$ cat config.mk
export PLATFORM = sky130hd
export DESIGN_NAME = rmwc_group
export DESIGN_NICKNAME = d
export VERILOG_FILES = /design/src/rtl/rmwc_pkg.sv /design/src/rtl/rmwc_group.sv
export SDC_FILE = /design/constraint.sdc
export NUM_CORES = 1
export LEC_CHECK = 0
export BUFFER_PORTS_ARGS = -buffer_cell sky130_fd_sc_hd__clkbuf_2
export CAP_MARGIN = 40
export CORE_ASPECT_RATIO = 1.4
export CORE_MARGIN = 3
export CORE_UTILIZATION = 31
export DETAILED_ROUTE_END_ITERATION = 8
export PLACE_DENSITY = 0.6
export SLEW_MARGIN = 20
export SYNTH_ARGS = -nofsm -noshare
export SYNTH_HDL_FRONTEND = slang
export SYNTH_SLANG_ARGS = --single-unit
$ cat constraint.sdc
create_clock -name clk -period 3.89 [get_ports clk]
set_clock_uncertainty 0.05 [all_clocks]
set_input_delay 0.389 -clock clk [delete_from_list [all_inputs] [get_ports clk]]
set_output_delay 0.389 -clock clk [all_outputs]
set_load 0.05 [all_outputs]
$ cat src/rtl/rmwc_pkg.sv
package rmwc_pkg;
  typedef enum logic [2:0] {
    K_LOAD    = 3'd0,
    K_STORE   = 3'd1,
    K_IFETCH  = 3'd2,
    K_RMW_RD  = 3'd3,
    K_RMW_WR  = 3'd4,
    K_LOCK_RD = 3'd5,
    K_LOCK_WR = 3'd6,
    K_NONE    = 3'd7
  } kind_e;
endpackage

$ cat src/rtl/rmwc_group.sv
module rmwc_group
  import rmwc_pkg::*;
#(
  parameter int MAX_GROUP = 4,
  localparam int CNT_W = $clog2(MAX_GROUP + 1)
) (
  input  logic       clk,
  input  logic       rst,
  input  logic       iss_valid,
  input  logic [2:0] iss_kind,
  output logic       reset_all_q,
  output logic       err_q
);
  localparam logic [CNT_W-1:0] TOP  = CNT_W'(MAX_GROUP);
  localparam logic [CNT_W-1:0] ONE  = CNT_W'(1);
  localparam logic [CNT_W-1:0] ZERO = '0;

  logic [CNT_W-1:0] rd_q, wr_q, rd_d, wr_d;
  logic             viol, abandon;
  kind_e            k;

  assign k = kind_e'(iss_kind);

  always_comb begin
    rd_d    = rd_q;
    wr_d    = wr_q;
    viol    = 1'b0;
    abandon = 1'b0;
    if (iss_valid) begin
      case (k)
        K_RMW_RD: begin
          if (wr_q != ZERO || rd_q == TOP) viol = 1'b1;
          else rd_d = rd_q + ONE;
        end
        K_RMW_WR: begin
          if (rd_q == ZERO || wr_q >= rd_q) viol = 1'b1;
          else if (wr_q + ONE == rd_q) begin
            rd_d = ZERO;
            wr_d = ZERO;
          end else wr_d = wr_q + ONE;
        end
        K_LOAD, K_STORE, K_IFETCH: begin
          if (rd_q != ZERO && wr_q == ZERO) begin
            abandon = 1'b1;
            rd_d    = ZERO;
            wr_d    = ZERO;
          end else if (wr_q != ZERO) viol = 1'b1;
        end
        default: ;
      endcase
    end
  end

  always_ff @(posedge clk) begin
    if (rst) begin
      rd_q        <= ZERO;
      wr_q        <= ZERO;
      reset_all_q <= 1'b0;
      err_q       <= 1'b0;
    end else begin
      rd_q        <= rd_d;
      wr_q        <= wr_d;
      reset_all_q <= abandon;
      err_q       <= err_q | viol;
    end
  end
endmodule

==> results of run 1 <==
[cell families after synthesis]
family	count (synthesis)	share of synthesized area (%)
flops	8	25.2
fa+ha+maj	7	13.8
compound gates	20	23.1
mux	1	1.58
buf+inv	10	5.92
xor+xnor	2	5.13
simple gates	28	25.2
[worst max-delay path, cell delays in order, from the launching register on]
cell     delay [ps]
dfxtp_1         370
inv_1            90
ha_1            320
xor2_1          150
or3_4           340
a221o_1         340
o311a_1         350
a31o_1          180
[flip-flops by register name, summed over array words and instances, names as in the netlist]
name         cells
rd_q             3
wr_q             3
err_q            1
reset_all_q      1
[power by group]
group          internal [uW]  total, uW  switching (uW)
Clock                   35.5       66.9            31.4
Combinational           9.89       26.8            16.9
Sequential              83.2       84.0           0.867
Total                    129        178            49.1
[Yosys cell counts (all sizes together), types with 2 or more instances]
library cell / n
nor3b: 2
nor2: 5
ha: 7
dfxtp: 8
a21oi: 3
o21ai: 4
nand2b: 3
inv: 9
and3: 2
nand2: 8
[routing by layer]
metal / share of wire [%] / wire length (um)
met1: 46 / 602
met2: 46 / 598
met3: 4.1 / 53
met4: 3.5 / 45
met5: 0 / 0
[final timing paths]
kind	end	from	slack, ps
worst max-delay path	rd_q[2]$_SDFFE_PP0P_	wr_q[0]$_SDFFE_PP0P_	1600
worst min-delay path	err_q$_SDFF_PP0_	rst	370
worst max register to register	rd_q[2]$_SDFFE_PP0P_	wr_q[0]$_SDFFE_PP0P_	1600
worst min register to register	err_q$_SDFF_PP0_	err_q$_SDFF_PP0_	400
[through the flow]
stage,hold slack [ps],utilization (%)
after floorplan,420,-
after global placement,385,37.4
after detailed placement,395,37.4
after CTS,371,38.6
after global routing,376,38.6
final,370,38.6
[area by class of cell]
| class | instances | share of cell area [%] |
|---|---|---|
| Timing Repair Buffer | 7 | 4.91 |
| Tap cell | 20 | 3.51 |
| Sequential cell | 8 | 22.5 |
| Clock buffer | 3 | 3.16 |
| Inverter | 9 | 4.74 |
| Multi-Input combinational cell | 58 | 61.2 |
==> results.json, run 1 <==
{
  "status": "complete, no violations",
  "relSlewSlack_pct": 70.7,
  "post_cts_buffers": 0,
  "grt_use_total_pct": 13.3,
  "cp_max_fo": 4,
  "vias_per_cell": 5.22,
  "synth_top_cell_by_area": "dfxtp_1",
  "rsz0062_at_grt": "no",
  "coreArea_sq_um": 1850,
  "drive_above_1_share_pct": 16.5,
  "maxCapViolations": 0,
  "cts_resized": 0,
  "yosysSeqAreaShare_pct": 25.2,
  "grt_pass1_wl_mm": 2.51,
  "gp_congestion": 0.821,
  "leakage_uw": 0.000303,
  "first_pass_iters": 4,
  "crit_required_ps": 4000,
  "peakVddDrop_mv": 0.153,
  "die_w_um": 44.2,
  "cp-start-kind": "flop",
  "synth_area_sq_um": 634,
  "placed_area_sq_um": 691,
  "vias": 548,
  "io_pins": 8,
  "p_per_area_nw_per_um2": 249,
  "critPathKind": "flop to flop",
  "grt_max_degree": 9,
  "area_growth_syn_to_layout_pct": 12.4,
  "hold_viol": 0,
  "nets": 100,
  "gr-usage-met3_pct": 4.26,
  "wirelength_mm": 1.30,
  "synth_top_area_share_pct": 25.2,
  "dpl.cell_count": 102,
  "syn_area_per_cell_sq_um": 8.35,
  "root_buffer": "clkbuf_4",
  "io_buffers": 7,
  "numCtsBuffers": 3,
  "cts.clk_slew.worst_paths_ps": 60,
  "first_global_vias": 583,
  "dp_slack_ps": 1630,
  "dieArea_sq_um": 2630,
  "antenna_cells": 0,
  "syn_nets": 89,
  "max_freq_mhz": 437,
  "drc_errors": 0,
  "wire_per_inst_um": 12.4,
  "min_path_cells": 2,
  "synth.distinct_cells": 35,
  "dp_hpwl_mm": 1.04,
  "syn_inst": 76,
  "synth_warnings": 0,
  "async_flop_share_pct": 0,
  "insertion_delay_ps": 260,
  "cts_sinks": 8,
  "drv_slew": 0,
  "cts_max_path_buffers": 2,
  "final_design_area_no_fill_sq_um": 713,
  "fin_tns_setup_ps": 0,
  "fin_crit_ps": 2290,
  "synth_ff_type": "dfxtp_1",
  "grt_use_met1_pct": 15.6,
  "drtIter0Drc": 19,
  "min_path_type": "input port to flop",
  "ys_ff_latch": 8,
  "final_cell_mix": "9 x inv_1, 8 x nand2_1, 8 x dfxtp_1",
  "multi_input_area_sq_um": 437,
  "synth_edf_count": 0,
  "grt_busiest_layer": "met2",
  "holdBufCountCts": 0,
  "reg2reg_depth": 7,
  "htreeDepth": 1,
  "fin_cells": 105,
  "met2_usage_pct": 19.4,
  "start_util_pct": 34.3,
  "finalCritPeriodShare_pct": 58.8,
  "worst_slack_ps": 1600,
  "power_uw": 178,
  "ff_latch_area_sq_um": 160,
  "antenna_found_initial": 0,
  "setup_viol": 0,
  "ant_nets": 0,
  "final_common_cell": "inv_1",
  "fp-row-count": 18,
  "worst_pin_slew_ps": 435,
  "crit_arrival_ps": 2390,
  "fp.dieH_um": 59.5,
  "overflow": 0,
  "cts_tree": "done",
  "synth_area_leaders": "dfxtp_1 25%, ha_1 14%, inv_1 5.3%",
  "fillCellCount": 197,
  "crit_path_end_kind": "flop"
}
(Power assumes the default switching activity.)
==> run 2: changes to the inputs <==
- ABC_AREA: unset -> 1
- clock period: 3.89 -> 2.25 ns (I/O delays scaled with it)
==> run 2 against run 1 <==
Net effect:
- clock power rose by 67%
- core utilization fell by 1.5 points
- synthesized cell count rose by 42%
==> results.json, run 2 <==
{
  "io_buffers": 7,
  "crit_arrival_ps": 1820,
  "synth_warnings": 0,
  "multi_input_area_sq_um": 422,
  "final_design_area_no_fill_sq_um": 733,
  "ys_ff_latch": 8,
  "worst-path-buf-inv": 1,
  "synth_top_cell_by_area": "dfxtp_1",
  "placed_area_sq_um": 711,
  "rsz0062_at_grt": "no",
  "final_cell_mix": "31 x nand2_1, 20 x nor2_1, 13 x inv_1",
  "vias": 671,
  "dpl.cell_count": 136,
  "wire_per_inst_um": 10.6,
  "worst_slack_ps": 581,
  "drv_slew": 0,
  "worst_pin_slew_ps": 279,
  "antenna_found_initial": 0,
  "ant_nets": 0,
  "nets": 133,
  "io_pins": 8,
  "finalCritPeriodShare_pct": 74.2,
  "max_stage_delay_ps": 390,
  "drc_errors": 0,
  "crit_required_ps": 2400,
  "final_common_cell": "nand2_1",
  "largest_registers": "rd_q: 3 flops, wr_q: 3 flops",
  "p_per_area_nw_per_um2": 581,
  "crit_path_end_kind": "flop",
  "first_global_vias": 692,
  "drtIter0Drc": 4,
  "ff_latch_area_sq_um": 160,
  "relSlewSlack_pct": 81.5,
  "setup_viol": 0,
  "overflow": 0,
  "fin_crit_ps": 1670,
  "top_layer_used": "met4",
  "hold_viol": 0,
  "holdBufCountCts": 0,
  "cts_sinks": 8,
  "fp.dieH_um": 60.2,
  "maxCapViolations": 0,
  "synth_area_sq_um": 649,
  "drive_above_1_share_pct": 16.9,
  "root_buffer": "clkbuf_4",
  "synth_edf_count": 0,
  "cts_max_path_buffers": 2,
  "min_path_type": "input port to flop",
  "critPathKind": "flop to flop",
  "grt_use_total_pct": 13.1,
  "fp-row-count": 19,
  "crit_family": "simple AND/OR/NAND/NOR gates",
  "coreArea_sq_um": 1970,
  "synth_common_cells": "31 x nand2_1, 20 x nor2_1, 13 x inv_1",
  "cp-start-kind": "flop",
  "yosys.cell_count.top_type": "nand2_1",
  "syn_area_per_cell_sq_um": 6.01,
  "path_common_cell": "nand2_1",
  "dieArea_sq_um": 2690,
  "antenna_cells": 0,
  "gp_congestion": 0.900,
  "fin_tns_setup_ps": 0,
  "htreeDepth": 1,
  "syn_inst": 108,
  "vias_per_cell": 4.83,
  "numCtsBuffers": 3,
  "wl_met3_um": 47,
  "grt_pass1_wl_mm": 2.57,
  "first_pass_iters": 3,
  "fin_cells": 139,
  "route.met2.wl_um": 777,
  "start_util_pct": 32.9,
  "post_cts_buffers": 0,
  "synth.distinct_cells": 19,
  "max_freq_mhz": 599,
  "insertion_delay_ps": 260,
  "die_w_um": 44.7,
  "cts_resized": 0,
  "async_flop_share_pct": 0,
  "yosysSeqAreaShare_pct": 24.7,
  "syn_nets": 121,
  "peakVddDrop_mv": 0.196,
  "synth_top_area_share_pct": 24.7,
  "slowest_stage": "dfxtp_1",
  "cts_tree": "done",
  "synth_area_leaders": "dfxtp_1 25%, nand2_1 18%, ha_1 13%",
  "path_cells": "inv_2 > ha_1 > a21oi_1 > nand4_1 > nand2_2 > nand2_1 > nand2_1 > nand2_1 > nor2_1",
  "leakage_uw": 0.000409,
  "dp_hpwl_mm": 1.29,
  "final_core_util_pct": 37.2,
  "m1WireLength_um": 575,
  "grt_max_degree": 7,
  "cts.clk_slew.worst_paths_ps": 50,
  "cp_max_fo": 6,
  "synth_ff_type": "dfxtp_1",
  "area_growth_syn_to_layout_pct": 12.9,
  "wirelength_mm": 1.48,
  "fillCellCount": 225,
  "dp_slack_ps": 606,
  "status": "complete, no violations"
}
-- run 2: final timing paths --
| kind | start | end | slack [ps] | depth (start not counted) |
|---|---|---|---|---|
| worst min register to register | err_q$_SDFF_PP0_ | err_q$_SDFF_PP0_ | 400 | 2 |
| worst max register to register | rd_q[2]$_SDFFE_PP0P_ | wr_q[2]$_SDFFE_PP0P_ | 580 | 9 |
| worst min-delay path | rst | err_q$_SDFF_PP0_ | 120 | 2 |
| worst max-delay path | rd_q[2]$_SDFFE_PP0P_ | wr_q[2]$_SDFFE_PP0P_ | 580 | 9 |
-- run 2: cells by family after synthesis --
group	count (synthesis)	synth area share, %
flops	8	24.7
xor+xnor	1	1.35
simple gates	66	43.0
buf+inv	18	10.4
compound gates	8	7.13
fa+ha+maj	7	13.5
-- run 2: worst reg2reg max path: cells and delay by family, from the launching register on --
kind                       cells  cell delay, ps
and+or+nand+nor                6             620
DFF                            1             390
adders and majority gates      1             330
AOI/OAI and AO/OA              1             140
buffers and inverters          1              80
-- run 2: stage by stage --
step	power (uW)	hold slack, ps
after floorplan	281	244
after global placement	314	383
after detailed placement	317	390
after CTS	434	113
after global routing	460	128
final	426	118
-- run 2: report_power, final --
part	switching, uW	internal, uW	total, uW
clock	51.0	61.2	112
sequential	11.1	153	165
combinational	94.0	55.2	149
-- run 2: final cells by class --
class	count	share of cell area, %
multi-input combinational	82	57.5
sequential	8	21.8
inverter	18	9.22
timing repair buffer	7	4.78
tap	21	3.58
clock buffer	3	3.07
-- run 2: per-layer routing --
layer / vias to the layer above / GRT usage, %
li1: 354 / -
met1: 294 / 12.0
met2: 15 / 24.4
met3: 8 / 2.11
met4: 0 / 10.3
met5: - / 0
==> run 3: changes to the inputs <==
- PLACE_DENSITY: 0.6 -> 0.62
- clock period: 2.25 -> 1.4 ns (I/O delays scaled with it)
==> run 3 against run 2 <==
Net effect:
- the flow now finishes with violations (negative setup slack)
- final cell count rose by 9.4%
- global-route usage rose by 0.58 points
- critical endpoint is now rd_q[0]$_SDFFE_PP0P_
- largest cell class unchanged
- clock-buffer cell count did not move
- combinational power rose by 140%
- sequential cell count did not move
- hold slack got worse by 89 ps
- first-iteration DRC count rose by 130%
- total power rose by 91%
- sequential share of layout area fell by 3.8 points
- register-to-register slack got worse by 710 ps
- die area did not move
- core utilization rose by 11 points
==> results.json, run 3 (same netlist as run 2, synthesis figures left out) <==
{
  "status": "finished, violations left",
  "violations": "negative setup slack",
  "p_int_uw": 506,
  "wire_per_inst_um": 10.9,
  "final_core_util_pct": 48.4,
  "first_pass_iters": 4,
  "gp_congestion": 0.856,
  "fin_crit_ps": 1530,
  "drtIter0Drc": 9,
  "relSlewSlack_pct": 81.6,
  "grt_max_degree": 7,
  "vias_per_cell": 4.86,
  "final_cell_mix": "26 x nand2_1, 19 x nor2_1, 13 x buf_4",
  "fp-row-count": 19,
  "htreeDepth": 1,
  "rrSetupSlack_ps": -130,
  "finalCritPeriodShare_pct": 109,
  "power.share.clock_pct": 23.9,
  "dp_hpwl_mm": 1.29,
  "drive_above_1_share_pct": 43.5,
  "insertion_delay_ps": 270,
  "max_freq_mhz": 655,
  "grt_pass1_wl_mm": 2.63,
  "coreArea_sq_um": 1970,
  "io_pins": 8,
  "ant_nets": 0,
  "crit_arrival_ps": 1680,
  "reg2reg_depth": 10,
  "area_growth_syn_to_layout_pct": 47.0,
  "power_uw": 814,
  "worst_pin_slew_ps": 277,
  "leakage_uw": 0.000486,
  "rsz0062_at_grt": "yes",
  "hold_end": "err_q$_SDFF_PP0_",
  "maxCapViolations": 0,
  "p_sw_share_pct": 37.8,
  "cts.clk_slew.worst_paths_ps": 70,
  "r2r-end": "rd_q[0]$_SDFFE_PP0P_",
  "min_path_type": "input port to flop",
  "antenna_cells": 0,
  "numCtsBuffers": 3,
  "top_layer_used": "met4",
  "p_sw_uw": 308,
  "setup_viol": 7,
  "peakVddDrop_mv": 0.437,
  "wirelength_mm": 1.66,
  "first_global_vias": 681,
  "cp_max_fo": 5,
  "grt_use_total_pct": 13.7,
  "hp-start": "rst",
  "overflow": 0,
  "dp_slack_ps": -158,
  "drv_slew": 0,
  "crit_path_end_kind": "flop",
  "cts_sinks": 8,
  "root_buffer": "clkbuf_4",
  "cp-start-kind": "flop",
  "min_path_cells": 2,
  "die_w_um": 44.7,
  "critPathKind": "flop to flop",
  "worst_slack_ps": -126,
  "final_common_cell": "nand2_1",
  "fillCellCount": 197,
  "route.met2.wl_um": 889,
  "seq_power_share_pct": 32.8,
  "hold_viol": 0,
  "antenna_found_initial": 0,
  "cts_max_path_buffers": 2,
  "crit_required_ps": 1550,
  "pwr-share-comb_pct": 43.2,
  "cts_tree": "done",
  "nets": 146,
  "fp.dieH_um": 60.2,
  "m1WireLength_um": 650,
  "dieArea_sq_um": 2690,
  "drc_errors": 0,
  "largest_registers": "rd_q: 3 flops, wr_q: 3 flops",
  "wl_met3_um": 51,
  "vias": 738,
  "io_buffers": 7,
  "start_util_pct": 32.9,
  "fin_tns_setup_ps": -596,
  "p_per_area_nw_per_um2": 852,
  "reg2reg_from": "wr_q[0]$_SDFFE_PP0P_"
}
==> run 3: worst max-delay path, stage by stage, from the launching register on <==
cell and delay (ps):
dfxtp_4 360, inv_4 80, ha_4 200, o21bai_1 150, nor2_1 120, nand2_1 100, nand2_2 110, nand3_4 100
nand2_1 70, nand2_1 40, nor2_1 90
==> run 3: power groups by stage <==
stage / clock [uW] / combinational (uW) / sequential, uW
after floorplan: 0 / 188 / 282
after CTS: 200 / 308 / 266
final: 194 / 352 / 267
after global routing: 213 / 397 / 270
after global placement: 0 / 295 / 268
after detailed placement: 0 / 299 / 269
==> run 3: worst max path at each step <==
stage	slack (ps)	end	start	cells past startpoint
global route	-240	rd_q[0]$_SDFFE_PP0P_	wr_q[0]$_SDFFE_PP0P_	10
detailed placement	-160	rd_q[0]$_SDFFE_PP0P_	wr_q[1]$_SDFFE_PP0P_	9
global placement	-120	rd_q[0]$_SDFFE_PP0P_	wr_q[0]$_SDFFE_PP0P_	9
floorplan	6	rd_q[0]$_SDFFE_PP0P_	wr_q[0]$_SDFFE_PP0P_	9
CTS	-90	rd_q[1]$_SDFFE_PP0P_	wr_q[0]$_SDFFE_PP0P_	9
finish	-130	rd_q[0]$_SDFFE_PP0P_	wr_q[0]$_SDFFE_PP0P_	10
==> run 3: metrics by stage <==
step | hold slack [ps] | cell area, sq um | std cells
final | 29.5 | 955 | 152
after global routing | 44.2 | 955 | 152
after CTS | 30.8 | 870 | 149
after detailed placement | 302 | 830 | 146
after global placement | 293 | 830 | 146
after floorplan | 159 | 693 | 108
==> run 3: final cells by class <==
cell class	instances	area, sq um	area share [%]
multi-input combinational	82	528	55.3
sequential	8	173	18.1
timing repair buffer	20	133	13.9
inverter	18	72.6	7.60
tap	21	26.3	2.75
clock buffer	3	22.5	2.36
==> run 3: what timing repair did <==
action                                 4_1_cts  5_1_grt
resized for setup                            7       16
buffers inserted                             0        3
pin swaps                                    9        9
hold buffers                                 0        0
endpoints found under the hold margin        0        0
setup endpoints to repair                    6        7
==> run 3: routing by layer <==
metal / up-vias / global-route usage, %
met3: 7 / 2.41
met1: 331 / 12.1
met4: 0 / 9.48
li1: 386 / -
met5: - / 0
met2: 14 / 26.5
